$ cat src/rtl/lpm_pkg.sv
package lpm_pkg;

    typedef enum logic [2:0] {
        MD_SLEEP   = 3'd0,
        MD_STANDBY = 3'd1,
        MD_GOTO    = 3'd2,
        MD_PWRSTBY = 3'd3,
        MD_NORMAL  = 3'd4
    } lpm_mode_e;

    // sampled {standby select, enable}
    localparam logic [1:0] CTL_NORMAL  = 2'b11;
    localparam logic [1:0] CTL_PWRSTBY = 2'b10;
    localparam logic [1:0] CTL_GOTO    = 2'b01;
    localparam logic [1:0] CTL_LOW     = 2'b00;

endpackage

$ cat src/rtl/lpm_qual.sv
// Wake qualifier. EDGE_ARM=1: an edge then a stable level for TICKS clocks.
// EDGE_ARM=0: input held high for TICKS clocks. TICKS must be at least 2.
module lpm_qual #(
    parameter int TICKS    = 4,
    parameter bit EDGE_ARM = 1'b0
) (
    input  logic clk,
    input  logic rst_n,
    input  logic en,
    input  logic sig,
    output logic hit
);
    localparam int CW = $clog2(TICKS + 1);
    localparam logic [CW-1:0] LIM = CW'(TICKS);

    typedef struct packed {
        logic          prev;
        logic          run;
        logic [CW-1:0] cnt;
        logic          hit;
    } qst_t;

    qst_t s_d, s_q;

    generate
        if (EDGE_ARM) begin : g_edge
            always_comb begin
                s_d      = s_q;
                s_d.hit  = 1'b0;
                s_d.prev = sig;
                if (!en) begin
                    s_d.run = 1'b0;
                    s_d.cnt = '0;
                end else if (sig != s_q.prev) begin
                    s_d.run = 1'b1;
                    s_d.cnt = CW'(1);
                end else if (s_q.run) begin
                    s_d.cnt = s_q.cnt + 1'b1;
                    if (s_d.cnt == LIM) begin
                        s_d.hit = 1'b1;
                        s_d.run = 1'b0;
                    end
                end
            end
        end else begin : g_level
            always_comb begin
                s_d      = s_q;
                s_d.hit  = 1'b0;
                s_d.prev = sig;
                s_d.run  = 1'b0;
                if (en && sig) begin
                    if (s_q.cnt != LIM) s_d.cnt = s_q.cnt + 1'b1;
                    s_d.hit = (s_q.cnt == LIM - 1'b1);
                end else begin
                    s_d.cnt = '0;
                end
            end
        end
    endgenerate

    always_ff @(posedge clk or negedge rst_n) begin
        if (!rst_n) begin
            s_q <= '{prev: 1'b1, run: 1'b0, cnt: '0, hit: 1'b0};
        end else begin
            s_q <= s_d;
        end
    end

    assign hit = s_q.hit;

    AST_HIT_SINGLE: assert property (@(posedge clk) disable iff (!rst_n)
        s_q.hit |=> !s_q.hit);
    AST_QUIET_WHEN_OFF: assert property (@(posedge clk) disable iff (!rst_n)
        !en |=> !s_q.hit);

endmodule

$ cat src/rtl/lpm_ctrl.sv
module lpm_ctrl
    import lpm_pkg::*;
#(
    parameter int SLEEP_TICKS = 50,
    parameter int WAKE_TICKS  = 38,
    parameter int DOM_TICKS   = 38,
    parameter int N_WIRES     = 2
) (
    input  logic               clk,
    input  logic               rst_n,
    input  logic               stb_pin,
    input  logic               en_pin,
    input  logic               wake_pin,
    input  logic [N_WIRES-1:0] bus_dom,
    input  logic               bat_por,
    input  logic               vcc_low,
    input  logic               rx_bit,
    input  logic               wire_fault,
    output logic [2:0]         mode_o,
    output logic               inh_o,
    output logic               rxd_o,
    output logic               err_o
);
    localparam int GW = $clog2(SLEEP_TICKS + 1);
    localparam logic [GW-1:0] GLIM = GW'(SLEEP_TICKS);

    typedef struct packed {
        logic [1:0]    ctrl;
        logic [GW-1:0] gcnt;
        logic          armed;
        logic          inh;
        logic          wake_flag;
        logic          por_flag;
    } cst_t;

    cst_t s_d, s_q;

    logic               loc_hit;
    logic               rem_hit;
    logic [N_WIRES-1:0] rem_hits;
    logic               is_norm;
    logic [1:0]         ctl_now;
    logic               accept;
    logic               stb_rise;
    logic               inh_set;
    lpm_mode_e          mode;

    assign is_norm = (s_q.ctrl == CTL_NORMAL);

    lpm_qual #(.TICKS(WAKE_TICKS), .EDGE_ARM(1'b1)) u_loc (
        .clk(clk), .rst_n(rst_n), .en(!is_norm), .sig(wake_pin), .hit(loc_hit)
    );

    generate
        for (genvar w = 0; w < N_WIRES; w++) begin : g_wire
            lpm_qual #(.TICKS(DOM_TICKS), .EDGE_ARM(1'b0)) u_rem (
                .clk(clk), .rst_n(rst_n), .en(!is_norm), .sig(bus_dom[w]), .hit(rem_hits[w])
            );
        end
    endgenerate

    assign rem_hit = |rem_hits;

    always_comb begin
        ctl_now  = {stb_pin & ~vcc_low, en_pin & ~vcc_low};
        s_d      = s_q;
        s_d.ctrl = ctl_now;
        accept   = 1'b0;
        if (s_q.ctrl == CTL_GOTO) begin
            if (s_q.gcnt != GLIM) s_d.gcnt = s_q.gcnt + 1'b1;
            accept = (s_q.gcnt == GLIM - 1'b1);
        end else begin
            s_d.gcnt = '0;
        end
        stb_rise = ctl_now[1] & ~s_q.ctrl[1];
        inh_set  = bat_por | loc_hit | rem_hit | stb_rise;
        if (accept) begin
            s_d.armed = 1'b1;
            s_d.inh   = 1'b0;
        end
        if (s_q.ctrl[1]) s_d.armed = 1'b0;
        if (inh_set) begin
            s_d.inh   = 1'b1;
            s_d.armed = 1'b0;
        end
        if (loc_hit || rem_hit) s_d.wake_flag = 1'b1;
        if (bat_por)            s_d.por_flag  = 1'b1;
        if (is_norm) begin
            s_d.wake_flag = 1'b0;
            s_d.por_flag  = 1'b0;
        end
    end

    always_ff @(posedge clk or negedge rst_n) begin
        if (!rst_n) begin
            s_q <= '{ctrl: CTL_LOW, gcnt: '0, armed: 1'b0, inh: 1'b1,
                     wake_flag: 1'b0, por_flag: 1'b1};
        end else begin
            s_q <= s_d;
        end
    end

    always_comb begin
        case (s_q.ctrl)
            CTL_NORMAL:  mode = MD_NORMAL;
            CTL_PWRSTBY: mode = MD_PWRSTBY;
            CTL_GOTO:    mode = MD_GOTO;
            default:     mode = s_q.armed ? MD_SLEEP : MD_STANDBY;
        endcase
        if (is_norm) begin
            rxd_o = rx_bit;
            err_o = ~wire_fault;
        end else begin
            rxd_o = ~s_q.wake_flag;
            err_o = (s_q.ctrl == CTL_PWRSTBY) ? ~s_q.por_flag : ~s_q.wake_flag;
        end
    end

    assign mode_o = mode;
    assign inh_o  = s_q.inh;

    AST_NORMAL_CLEARS: assert property (@(posedge clk) disable iff (!rst_n)
        (s_q.ctrl == CTL_NORMAL) |=> (!s_q.wake_flag && !s_q.por_flag));
    AST_INH_RISE_CAUSE: assert property (@(posedge clk) disable iff (!rst_n)
        $rose(s_q.inh) |-> ($past(bat_por) || $past(loc_hit) || $past(rem_hit)
                            || (s_q.ctrl[1] && !$past(s_q.ctrl[1]))));
    AST_INH_FALL_CAUSE: assert property (@(posedge clk) disable iff (!rst_n)
        $fell(s_q.inh) |-> ($past(s_q.ctrl) == CTL_GOTO && s_q.armed));
    AST_SLEEP_NO_INH: assert property (@(posedge clk) disable iff (!rst_n)
        (mode == MD_SLEEP) |-> !s_q.inh);
    AST_VCC_FORCE: assert property (@(posedge clk) disable iff (!rst_n)
        vcc_low |=> (s_q.ctrl == CTL_LOW));

endmodule

$ cat config.mk
export PLATFORM = sky130hd
export DESIGN_NAME = lpm_ctrl
export DESIGN_NICKNAME = d
export VERILOG_FILES = /design/src/rtl/lpm_pkg.sv /design/src/rtl/lpm_qual.sv /design/src/rtl/lpm_ctrl.sv
export SDC_FILE = /design/constraint.sdc
export NUM_CORES = 1
export LEC_CHECK = 0
export ABC_AREA = 1
export BUFFER_PORTS_ARGS = -buffer_cell sky130_fd_sc_hd__buf_2
export CAP_MARGIN = 20
export CORE_ASPECT_RATIO = 0.75
export CORE_MARGIN = 5
export CORE_UTILIZATION = 60
export DETAILED_ROUTE_END_ITERATION = 8
export HOLD_SLACK_MARGIN = 0.05
export PLACE_DENSITY = 0.8
export SYNTH_ARGS = -nofsm -noshare
export SYNTH_HDL_FRONTEND = slang
export SYNTH_SLANG_ARGS = --single-unit
$ cat constraint.sdc
create_clock -name clk -period 3.2 [get_ports clk]
set_clock_uncertainty 0.1 [all_clocks]
set_input_delay 0.32 -clock clk [delete_from_list [all_inputs] [get_ports clk]]
set_output_delay 0.32 -clock clk [all_outputs]
set_load 0.02 [all_outputs]
==> impl_metrics.toml <==
[run_status]
status = "finished, final reports clean"

[route]
post-route-drc-count = 0
finalWirelength_mm = 3.496
viasPerCell = 5.287
drtIter0Drc = 143
firstDrtPassIters = 4
vias = 1438
detail-route-antenna-nets = 0
wl_per_cell_um = 12.85

[critical_path]
reg2reg_to = "s_q[6]"
crit_fanout = 8
timing.rr.start = "s_q[11]"
startpoint_type = "register"
r2r_setup_slack_ns = 1.51
worstSetupPathType = "reg2out"
critPathRequiredTime_ns = 2.78
end_kind = "output port"
crit_chain = "ha_1, inv_2, o211ai_1, o21ai_0, buf_2"
arrival_ns = 1.56
worst-r2r-cell-count = 7
crit_path_top_delay_cell = "dfrtp_1"
max_stage_delay_ns = 0.41

[die]
fp.coreArea_mm2 = 0.002957
ioPinCount = 17
die-area_mm2 = 0.004301
fp-row-count = 17
initial_utilization_pct = 62.51
die_w_um = 74.09
die_y_um = 58.06

[layout]
layout_common_cells = "34 x inv_1, 32 x dfrtp_1, 27 x nand2_1, 22 x nor2_1, 17 x nand3_1"
nets = 259
area.growth.synth_to_final_pct = 12.59
drive_gt1_share_pct = 16.24
antennaDiodeCount = 0
stdcell_count = 272
mostFrequentLayoutCell = "inv_1"

[synthesis]
synth_top_cell_by_area = "dfrtp_1"
synth_seq_area_share_pct = 47.60
synth_nets = 234
synth_area_mm2 = 0.001848
yosys-top-cells-area = "dfrtp_1 43%, ha_1 10%, inv_1 6.9%, nand2_1 5.5%, nand3_1 4.6%"
ys_warn_count = 0
yosysTopAreaCellShare_pct = 43.33
synthCells = 208
avgSynthCellArea_um2 = 8.885
synth_cell_types = 31
ys_ff_latch = 35

[power_and_ir_drop]
total_leakage_power_uw = 0.0009833
powerDensity_mw_per_mm2 = 440.7
ir_drop_uv = 374.3
intPower_uw = 658.3
clockPowerShare_pct = 34.2
power.net_switching_uw = 258.8
seq_power_share_pct = 53.5
swShare_pct = 28.22
comb_power_share_pct = 12.3

[timing]
slew_viol_final = 0
finalSetupTns_ns = 0
tightest_slew_ns = 0.7496
min_period_ns = 1.979
rsz0062_at_grt = "no"
setup_viol = 0
hold_viol_final = 0
hold_ws_ns = 0.09181
relSlewSlack_pct = 50.02
timing.final.ws_setup_ns = 1.221
fin_crit_sh_pct = 61.86
clock.fmax_mhz = 505.2

[placement]
hpwl_mm = 2.508
gp_congestion = 0.7815
dp_slack_ns = 1.536
place_inst = 262
io_buffers = 16

[clock_tree]
clkSinkCount = 35
htree_levels = 2
root_buffer = "clkbuf_8"
cts_made_buffers = 5
clock_latency_ns = 0.28
cts_tree = "built"
clkTransAtPathRegs_ns = 0.07
clk_path_buf_depth = 2

[hold_path]
min_to = "s_q[10]"
min_from = "vcc_low"
hold_path_depth = 2
min_path_type = "in2reg"

[global_routing]
grt_overflow = 0
grt_max_degree = 36
grt_pass1_wl_mm = 6.058
grt_pass1_vias = 1320
grt_antenna_before_repair = 0
grt_usage_pct = 18.74

[flow_run]
maxCapViolations = 0
[logic make-up after synthesis]
kind of cell	Yosys count	synth area share (%)
simple gates	84	21.46
buf+inv	35	7.109
flops	35	47.60
compound gates	33	10.43
fa+ha+maj	15	10.16
xor+xnor	6	3.250
[worst max-delay path, delay by kind of cell (launching register included)]
family	cells	cell delay (ns)
flops	1	0.41
compound gates	2	0.18
fa+ha+maj	1	0.32
buf+inv	2	0.37
[final cells by class]
class                   instances  area (µm²)
fillers                       215       875.8
repair buffers                 18       100.1
well taps                      38       47.55
multi-input cells             138       837.1
clock inverters                 2       12.51
inverters                      35       131.4
flip-flops and latches         35       879.6
clock buffers                   6       72.57
[through the flow]
step           area, µm²  power (µW)  util [%]
2_1_floorplan       1848       567.7         -
3_3_place_gp        1976       604.4     66.82
3_5_place_dp        1976       608.2     66.82
4_1_cts             2081       923.9     70.38
5_1_grt             2081       967.1     70.38
6_report            2081       917.1     70.38
[state kept, by name, indices dropped and copies added (netlist names)]
name,count
g_wire.u_rem.s_q,12
s_q,11
u_loc.s_q,8
g_wire.u_rem.hit,2
inh_o,1
u_loc.hit,1
[layer usage]
layer	vias up	part of all wire [%]	global-route usage, %
met5	-	0	0
met4	0	1.3	8.786
met3	4	7.5	5.719
met2	50	43	26.01
met1	657	48	26.67
li1	727	-	-
[power groups by stage]
stage / combinational (µW) / sequential (µW) / clock, µW
3_5_place_dp: 111 / 497 / 0
5_1_grt: 129 / 495 / 343
6_report: 112 / 491 / 314
3_3_place_gp: 109 / 496 / 0
4_1_cts: 114 / 490 / 320
2_1_floorplan: 76.3 / 491 / 0
[Yosys cell counts]
cell type and number:
ha_1 15, xor2_1 4, nand2_2 2, nand3_1 17
a31oi_1 4, nor3_1 4, nand2_4 1, xnor2_1 1
nand4_1 2, o21ai_0 8, or2_0 1, o21ai_1 4
a21oi_1 7, nor2_2 2, dfrtp_1 32, o21bai_2 1
inv_2 1, o22ai_1 6, xnor2_2 1, o211ai_1 1
inv_1 34, a211oi_1 1, a21oi_2 1, and3_1 1
nand4_2 1, or2_1 1, nand2_1 27, nand3b_1 1
dfstp_2 3, nand3_2 2, nor2_1 22
[how the worst max path moves through the flow]
stage	cells past startpoint	slack [ns]	from	to
detailed placement	5	1.54	s_q[10]	err_o
global route	5	1.12	s_q[10]	err_o
floorplan	3	1.36	s_q[10]	err_o
CTS	5	1.22	s_q[10]	err_o
global placement	5	1.58	s_q[10]	err_o
finish	5	1.22	s_q[10]	err_o
[timing repair]
| action | CTS | global route |
|---|---|---|
| hold endpoints to repair | 33 | 0 |
| buffers inserted | 0 | 0 |
| hold buffers | 2 | 0 |
| resized for setup | 0 | 0 |
Power figures use the tool's default switching activity.
